**config.mk**
```make
export PLATFORM = sky130hd
export DESIGN_NAME = abu_blend_top
export DESIGN_NICKNAME = d
export VERILOG_FILES = /design/src/rtl/abu_pkg.sv /design/src/rtl/abu_factor.sv /design/src/rtl/abu_lane.sv /design/src/rtl/abu_norm.sv /design/src/rtl/abu_blend_top.sv
export SDC_FILE = /design/constraint.sdc
export NUM_CORES = 2
export LEC_CHECK = 0
export CAP_MARGIN = 20
export CORE_UTILIZATION = 50
export CTS_CLUSTER_DIAMETER = 150
export DETAILED_ROUTE_END_ITERATION = 7
export PLACE_DENSITY = 0.78
export SETUP_SLACK_MARGIN = 0.3
export SLEW_MARGIN = 20
export SYNTH_ARGS = -nofsm -noshare
export SYNTH_HDL_FRONTEND = slang
export SYNTH_HIERARCHICAL = 1
export SYNTH_SLANG_ARGS = --single-unit
```
**constraint.sdc**
```tcl
create_clock -name clk -period 20.8 [get_ports clk]
set_input_delay 2.08 -clock clk [delete_from_list [all_inputs] [get_ports clk]]
set_output_delay 2.08 -clock clk [all_outputs]
set_load 0.05 [all_outputs]
```
**src/rtl/abu_pkg.sv**
```systemverilog
package abu_pkg;
  localparam int ABU_CW  = 8;
  localparam int ABU_NCH = 4;

  typedef enum logic [1:0] {
    PICK_COL2 = 2'b00,
    PICK_COV  = 2'b01,
    PICK_ZERO = 2'b10,
    PICK_FB   = 2'b11
  } alpha_pick_e;
endpackage

```
**src/rtl/abu_factor.sv**
```systemverilog
module abu_factor #(
  parameter int CW = 8
) (
  input  logic          use_alpha,
  input  logic          invert,
  input  logic [CW-1:0] alpha,
  output logic [CW-1:0] fac
);
  logic [CW-1:0] base;

  always_comb begin
    base = use_alpha ? alpha : {CW{1'b1}};
    fac  = invert ? ~base : base;
  end
endmodule

```
**src/rtl/abu_lane.sv**
```systemverilog
module abu_lane #(
  parameter int CW = 8,
  localparam int PW = 2*CW + 1
) (
  input  logic          clk,
  input  logic [CW-1:0] s_val,
  input  logic [CW-1:0] d_val,
  input  logic [CW-1:0] s_fac,
  input  logic [CW-1:0] d_fac,
  output logic [PW-1:0] sum
);
  logic [2*CW-1:0] m_s, m_d;

  always_comb begin
    m_s = {{CW{1'b0}}, s_val} * {{CW{1'b0}}, s_fac};
    m_d = {{CW{1'b0}}, d_val} * {{CW{1'b0}}, d_fac};
  end

  always_ff @(posedge clk) begin
    sum <= {1'b0, m_s} + {1'b0, m_d};
  end
endmodule

```
**src/rtl/abu_norm.sv**
```systemverilog
module abu_norm #(
  parameter int CW = 8,
  localparam int PW = 2*CW + 1,
  localparam int MAXV = (1 << CW) - 1,
  localparam int HALF = MAXV >> 1,
  localparam int XW = PW + CW + 2
) (
  input  logic [PW-1:0] sum,
  output logic [CW-1:0] q
);
  logic [PW:0]   t, q0, q1, qc;
  logic [XW-1:0] chk;

  always_comb begin
    t   = {1'b0, sum} + (PW+1)'(HALF);
    q0  = (t + (t >> CW)) >> CW;
    q1  = q0 + 1'b1;
    chk = XW'(q1) * XW'(MAXV);
    qc  = (chk <= XW'(t)) ? q1 : q0;
    q   = (qc > (PW+1)'(MAXV)) ? CW'(MAXV) : qc[CW-1:0];
  end
endmodule

```
**src/rtl/abu_blend_top.sv**
```systemverilog
module abu_blend_top
  import abu_pkg::*;
#(
  parameter int CW  = ABU_CW,
  parameter int NCH = ABU_NCH,
  localparam int PXW = CW * NCH,
  localparam int PW  = 2*CW + 1,
  localparam int AL  = NCH - 1
) (
  input  logic           clk,
  input  logic           rst,
  input  logic           in_valid,
  input  logic [PXW-1:0] src_argb,
  input  logic [PXW-1:0] fb_argb,
  input  logic [PXW-1:0] col2_argb,
  input  logic [CW-1:0]  cov_alpha,
  input  logic           src_fac_alpha,
  input  logic           src_fac_inv,
  input  logic           dst_fac_alpha,
  input  logic           dst_fac_inv,
  input  logic           dst_use_col2,
  input  logic           alpha_split,
  input  logic           a_src_fac_alpha,
  input  logic           a_src_fac_inv,
  input  logic           a_dst_fac_alpha,
  input  logic           a_dst_fac_inv,
  input  logic [1:0]     alpha_pick,
  output logic           out_valid,
  output logic [PXW-1:0] out_argb
);
  // factor generation (combinational, ahead of stage A)
  logic [CW-1:0] fs_col, fd_col, fs_alp, fd_alp;
  logic          as_sel, as_inv, ad_sel, ad_inv;

  always_comb begin
    as_sel = alpha_split ? a_src_fac_alpha : src_fac_alpha;
    as_inv = alpha_split ? a_src_fac_inv   : src_fac_inv;
    ad_sel = alpha_split ? a_dst_fac_alpha : dst_fac_alpha;
    ad_inv = alpha_split ? a_dst_fac_inv   : dst_fac_inv;
  end

  abu_factor #(.CW(CW)) u_fs_col (.use_alpha(src_fac_alpha), .invert(src_fac_inv),
                                  .alpha(cov_alpha), .fac(fs_col));
  abu_factor #(.CW(CW)) u_fd_col (.use_alpha(dst_fac_alpha), .invert(dst_fac_inv),
                                  .alpha(cov_alpha), .fac(fd_col));
  abu_factor #(.CW(CW)) u_fs_alp (.use_alpha(as_sel), .invert(as_inv),
                                  .alpha(cov_alpha), .fac(fs_alp));
  abu_factor #(.CW(CW)) u_fd_alp (.use_alpha(ad_sel), .invert(ad_inv),
                                  .alpha(cov_alpha), .fac(fd_alp));

  // simple-mode alpha choice
  logic [CW-1:0] picked;
  always_comb begin
    unique case (alpha_pick_e'(alpha_pick))
      PICK_COL2: picked = col2_argb[AL*CW +: CW];
      PICK_COV:  picked = cov_alpha;
      PICK_ZERO: picked = '0;
      PICK_FB:   picked = fb_argb[AL*CW +: CW];
      default:   picked = '0;
    endcase
  end

  logic [PXW-1:0] dst_sel;
  assign dst_sel = dst_use_col2 ? col2_argb : fb_argb;

  // stage A
  logic           a_valid, a_over;
  logic [CW-1:0]  a_pick;
  logic [PXW-1:0] a_src, a_dst;
  logic [CW-1:0]  a_fs_col, a_fd_col, a_fs_alp, a_fd_alp;

  always_ff @(posedge clk) begin
    if (rst) a_valid <= 1'b0;
    else     a_valid <= in_valid;
    a_over   <= ~alpha_split;
    a_pick   <= picked;
    a_src    <= src_argb;
    a_dst    <= dst_sel;
    a_fs_col <= fs_col;
    a_fd_col <= fd_col;
    a_fs_alp <= fs_alp;
    a_fd_alp <= fd_alp;
  end

  // stage B: per-lane multiply-add
  logic [PW-1:0] b_sum [NCH];
  logic          b_valid, b_over;
  logic [CW-1:0] b_pick;

  for (genvar i = 0; i < NCH; i++) begin : g_lane
    logic [CW-1:0] lfs, lfd;
    if (i == AL) begin : g_alpha
      assign lfs = a_fs_alp;
      assign lfd = a_fd_alp;
    end else begin : g_colour
      assign lfs = a_fs_col;
      assign lfd = a_fd_col;
    end
    abu_lane #(.CW(CW)) u_lane (
      .clk  (clk),
      .s_val(a_src[i*CW +: CW]),
      .d_val(a_dst[i*CW +: CW]),
      .s_fac(lfs),
      .d_fac(lfd),
      .sum  (b_sum[i])
    );
  end

  always_ff @(posedge clk) begin
    if (rst) b_valid <= 1'b0;
    else     b_valid <= a_valid;
    b_over <= a_over;
    b_pick <= a_pick;
  end

  // stage C: normalise, saturate, choose alpha
  logic [PXW-1:0] norm_px;

  for (genvar i = 0; i < NCH; i++) begin : g_norm
    logic [CW-1:0] nq;
    abu_norm #(.CW(CW)) u_norm (.sum(b_sum[i]), .q(nq));
    if (i == AL) begin : g_alpha
      assign norm_px[i*CW +: CW] = b_over ? b_pick : nq;
    end else begin : g_colour
      assign norm_px[i*CW +: CW] = nq;
    end
  end

  always_ff @(posedge clk) begin
    if (rst) begin
      out_valid <= 1'b0;
      out_argb  <= '0;
    end else begin
      out_valid <= b_valid;
      if (b_valid) out_argb <= norm_px;
    end
  end
endmodule

```
# Word-level counts from Yosys, hierarchy flattened
# Index checks and enable logic that the tools add are counted.
# word_totals
elab_cells	86
input_bits	119
reg_bits	217
# classes
bitwise	5
n_reduce_logical	1
mul	12
n_lt_le_gt_ge	8
n_eq_ne	3
addsub	16
mux	23
# ops
op	n
$mul A8 B8 Y16	8
$le A26 B18 Y1	4
$mul A18 B8 Y26 const B	4
$mux W8	13
$add A17 B7 Y18 const B	4
$add A18 B10 Y18	4
$gt A18 B8 Y1 const B	4
$mux W18	4
$add A16 B16 Y17	4
$add A10 B1 Y11 const B	4
$mux W32	1
$not A8 Y8	4
$pmux W8 S4	1
$eq A2 B2 Y1 const B	2
$mux W1	4
$eq A2 B1 Y1 const B	1
$logic_not A2 Y1	1
$not A1 Y1	1

# Longest topological paths before layout
# depth
depth_word	9
ltp_mapped	52

# Cells and area by module
# Netlist, hierarchy kept.
# modules_own_cells
module	n_inst	area_each_um2	cells_each
abu_lane	4	4764.6	517
abu_blend_top	1	4393.0	295
abu_norm (g_norm[0].u_norm)	1	4136.5	512
abu_norm (g_norm[1].u_norm)	1	4061.4	510
abu_norm (g_norm[3].u_norm)	1	4035.1	507
abu_norm (g_norm[2].u_norm)	1	3988.8	509
abu_factor	4	137.6	17

# Worst setup path before layout
# OpenSTA, ideal clock, no wires.
# synth_path
kind	register to register
start	register g_lane[3].u_lane.sum[0]
end	register out_argb[26]
n_path_buf	2
period_less_slack_ps	10001
t_arrival_ps	9878
slack_ps	10799
required_time_ps	20677
setup_time_ps	123
path_stages_with_launch	48
path_cell_list	dfxtp_1 inv_1 ha_1 nor4b_4 nand2_1 nand2_1 xor2_1 clkinv_1 ha_1 clkbuf_1 a21o_1 a221oi_2 a21boi_4 xnor2_2 or2_2 buf_2 xor2_1 fa_1 [... 12 more ...] o21bai_1 a21oi_1 o21a_1 o211ai_1 ha_1 nand4_1 nor2_1 o21ai_0 or3_1 a21o_1 nand4_1 mux2i_1 nor2_1 o21ai_2 a41oi_2 o21ai_0 mux2i_1 a211oi_2
# synth_via
elab_chain_cells	9
# synth_rtl
element	line_no	rtl
start: declaration	abu_lane.sv:10	output logic [PW-1:0] sum
start signal: assignment	abu_lane.sv:20	sum <= {1'b0, m_s} + {1'b0, m_d};
$add A17 B7 Y18 *	abu_norm.sv:15	t = {1'b0, sum} + (PW+1)'(HALF);
$add A18 B10 Y18	abu_norm.sv:16	q0 = (t + (t >> CW)) >> CW;
$add A10 B1 Y11	abu_norm.sv:17	q1 = q0 + 1'b1;
$mul A18 B8 Y26	abu_norm.sv:18	chk = XW'(q1) * XW'(MAXV);
$le A26 B18 Y1	abu_norm.sv:19	qc = (chk <= XW'(t)) ? q1 : q0;
$mux W18 *	abu_norm.sv:19	
$gt A18 B8 Y1	abu_norm.sv:20	q = (qc > (PW+1)'(MAXV)) ? CW'(MAXV) : qc[CW-1:0];
$mux W8 *	abu_norm.sv:20	
via g_norm[3].nq[2]	abu_blend_top.sv:120	logic [CW-1:0] nq;
$mux W8 *	abu_blend_top.sv:123	assign norm_px[i*CW +: CW] = b_over ? b_pick : nq;
end signal: assignment	abu_blend_top.sv:135	if (b_valid) out_argb <= norm_px;
end: declaration	abu_blend_top.sv:29	output logic [PXW-1:0] out_argb
# Mark *: on every way through the listed nets, which the timed path passes. The rest lies on a longest branch.
# A chain may end at the register's enable or synchronous reset.

# Worst setup path after layout
# layout_path
start	register g_lane[0].u_lane.sum[2]
end	register out_argb[4]
# layout_via
elab_chain_cells	8
# layout_rtl
element	line_no
start: declaration	abu_lane.sv:10
start signal: assignment	abu_lane.sv:20
$add A17 B7 Y18 *	abu_norm.sv:15
$add A18 B10 Y18	abu_norm.sv:16
$add A10 B1 Y11	abu_norm.sv:17
$mul A18 B8 Y26	abu_norm.sv:18
$le A26 B18 Y1	abu_norm.sv:19
$mux W18 *	abu_norm.sv:19
$gt A18 B8 Y1	abu_norm.sv:20
$mux W8 *	abu_norm.sv:20
via g_norm[0].nq[4]	abu_blend_top.sv:120
# Marks and branches as above.

==> flow_summary.yaml <==
critical_path:
  worstRegToRegCells: 43
  required_ns: 21.22
  crit_type: "reg2reg"
  r2r_start: "g_lane[0].u_lane/sum[2]$_DFF_P_"
  r2r-end: "out_argb[4]$_SDFFE_PP0P_"
  cp-start-kind: "register"
  critPathMaxStageDelay_ns: 0.74
  crit_top_cell: "inv_1"
  rrSetupSlack_ns: 9.43
  cp_slowest_cell: "nor4_4"
  critical_path_arrival_ns: 11.79
  critPathMaxFanout: 17
  crit_path_end_kind: "register"
cts:
  cts.clk_slew.worst_paths_ns: 0.06
  cts_buffer_depth: 3
  h-tree-depth: 1
  post_cts_resized: 0
  cts_setup_buffers: 0
  cts.sinks: 217
  cts_buffers: 28
  ctsHoldBuffers: 0
  cts_tree: "built"
  clockRootBuffer: "clkbuf_16"
  clk_latency_ns: 0.60
cells_and_area:
  final_nets: 5834
  nFillCells: 7028
  final-instance-count-excl-fill: 5716
  final_layout_size_suffix_gt1_share_pct: 5.85
  synthToLayoutAreaGrowth_pct: 9.19
  regArea_sq_mm: 0.00435
  multi_input_area_sq_mm: 0.0321
hold_path:
  min_from: "a_pick[1]$_DFF_P_"
  holdPathEnd: "b_pick[1]$_DFF_P_"
  hold_path_class: "reg2reg"
  whs_path_depth: 0
yosys:
  synth.avg_cell_area_sq_um: 9.00
  synth_compound_area_share_pct: 10.8
  synth-main-ff-cell: "dfxtp_1"
  synthDistinctLibCells: 131
  synthSimpleGateAreaFrac_pct: 15.5
  yosys.area_share.adder_pct: 43.1
  synth-edff-count: 0
  synth_top_family_by_area: "adder cells"
  synth.ff_latch_count: 217
  synthMuxAreaShare_pct: 2.85
  yosys_warnings: 6
  netlist_instances: 4469
  syn_area_sq_mm: 0.0402
  synth_xor_area_share_pct: 7.31
  async_flop_share_pct: 0
  seq_area_frac_synth_pct: 10.8
global_routing:
  grt_overflow: 0
  antenna_found_initial: 1
  grt_pass1_vias: 31300
  grt_max_degree: 36
  grt_usage_pct: 23.0
  grt_pass1_wl_mm: 154
floorplanning:
  die_w_um: 286
  die_y_um: 286
  dieArea_sq_mm: 0.0816
  core_sq_mm: 0.0793
  pin_count: 152
  row_count: 103
  initial_utilization_pct: 50.8
place:
  port_buffers: 151
  dp_cells: 5663
  hpwl_mm: 76.8
  place.gp.congestion: 0.958
  place_ws_ns: 9.55
sta:
  finalClockSkew_ns: 0.0306
  hold_viol: 0
  timing.final.crit_share_pct: 54.7
  tightestPinTransition_ns: 1.12
  fin_crit_ns: 11.37
  timing.setup.tns_ns: 0
  hold-worst-slack_ns: 0.326
  finalMaxSlewViolations: 0
  rsz0062_at_grt: "false"
  relSlewSlack_pct: 25.0
  max_freq_mhz: 88.0
  layout_setup_ws_ns: 9.43
  finalSetupViolCount: 0
routing:
  viasPerCell: 5.33
  wl_per_cell_um: 16.2
  first_pass_iters: 5
  drt_wl_total_mm: 92.9
  drt_iter0_markers: 1865
  drc: 0
  detail-route-antenna-nets: 0
  dr_total_vias: 30400
job:
  maxCapViolations: 0
status:
  status: "finished, final reports clean"
[area by class of cell]
class	count	area share, %
tap	1050	2.99
multi-input combinational	3294	73.1
clock inverter	18	0.598
timing repair buffer	165	3.66
clock buffer	34	1.76
inverter	937	8.01
sequential	217	9.90
antenna	1	0.00570
[cell usage in the layout, fill, tap and decap left out, drive strengths merged, types with 38 or more instances in the layout]
master	instances
a21o	72
a21oi	172
and2	312
clkdlybuf4s50	149
dfxtp	217
fa	512
ha	560
inv	938
mux2	38
mux2i	60
nand2	376
nand3	50
nor2	178
nor3	47
o21ai	95
xnor2	212
xor2	95
[per-layer routing]
metal / routed length, um / GRT usage (%) / part of all wire [%]
met1: 42000 / 31.3 / 45
met2: 42800 / 37.8 / 46
met3: 5740 / 3.79 / 6.2
met4: 2410 / 6.35 / 2.6
met5: 0 / 0 / 0
[state kept, by name, summed over array words and instances (netlist names)]
| signal | cells |
|---|---|
| a_pick | 8 |
| a_dst | 32 |
| a_fs_alp | 8 |
| a_valid | 1 |
| b_valid | 1 |
| b_pick | 8 |
| a_over | 1 |
| b_over | 1 |
| a_fs_col | 8 |
| a_src | 32 |
| a_fd_col | 8 |
| a_fd_alp | 8 |
| g_lane.u_lane/sum | 68 |
| out_argb | 32 |
| out_valid | 1 |
[cells in the mapped netlist (all sizes together), types with 47 or more instances]
| cell type | number | share of area (%) |
|---|---|---|
| inv | 932 | 8.7 |
| ha | 560 | 17 |
| fa | 512 | 25 |
| nand2 | 376 | 3.6 |
| and2 | 312 | 4.9 |
| dfxtp | 217 | 11 |
| xnor2 | 212 | 4.9 |
| nor2 | 178 | 1.7 |
| a21oi | 172 | 2.2 |
| o21ai | 95 | 1.3 |
| xor2 | 95 | 2.2 |
| a21o | 72 | 1.3 |
| mux2i | 60 | 1.5 |
| nand3 | 50 | 0.63 |
| nor3 | 47 | 0.65 |
[through the flow]
step,cell area [sq um],utilization [%]
2_1_floorplan,40300,-
3_3_place_gp,42900,54.1
3_5_place_dp,42900,54.1
4_1_cts,43900,55.4
5_1_grt,43900,55.4
6_report,43900,55.4
[worst max-delay path: cells and delay by family, from the launching register on]
family | cells | cell delay (ns)
mux | 1 | 0.16
flops | 1 | 0.37
xor+xnor | 3 | 1.19
compound gates | 13 | 2.57
buf+inv | 5 | 0.64
fa+ha+maj | 9 | 3.80
simple gates | 12 | 2.47
[worst max path at each step]
| stage | start | endpoint | slack, ns | cells after the start |
|---|---|---|---|---|
| 2_1_floorplan | g_lane[3].u_lane/sum[0]$_DFF_P_ | out_argb[26]$_SDFFE_PP0P_ | 10.80 | 47 |
| 3_5_place_dp | g_lane[3].u_lane/sum[0]$_DFF_P_ | out_argb[26]$_SDFFE_PP0P_ | 9.55 | 45 |
| 6_report | g_lane[0].u_lane/sum[2]$_DFF_P_ | out_argb[4]$_SDFFE_PP0P_ | 9.43 | 43 |
| 5_1_grt | g_lane[3].u_lane/sum[0]$_DFF_P_ | out_argb[26]$_SDFFE_PP0P_ | 8.42 | 45 |
| 3_3_place_gp | g_lane[0].u_lane/sum[2]$_DFF_P_ | out_argb[4]$_SDFFE_PP0P_ | 9.84 | 43 |
| 4_1_cts | g_lane[3].u_lane/sum[0]$_DFF_P_ | out_argb[26]$_SDFFE_PP0P_ | 9.52 | 45 |
[kinds of logic (layout without fill, tap and decap cells)]
kind of cell             Yosys count  after routing
XOR/XNOR                         310            310
AO/OA/AOI/OAI                    596            596
other                              8             29
flip-flops                       217            217
multiplexers                      98             98
buffers and inverters            978           1154
adder cells (fa/ha/maj)         1081           1081
AND/OR/NAND/NOR                 1181           1181
Power is not shown: default switching activity piles up to over one toggle a cycle in this logic, so the estimate is an artifact.
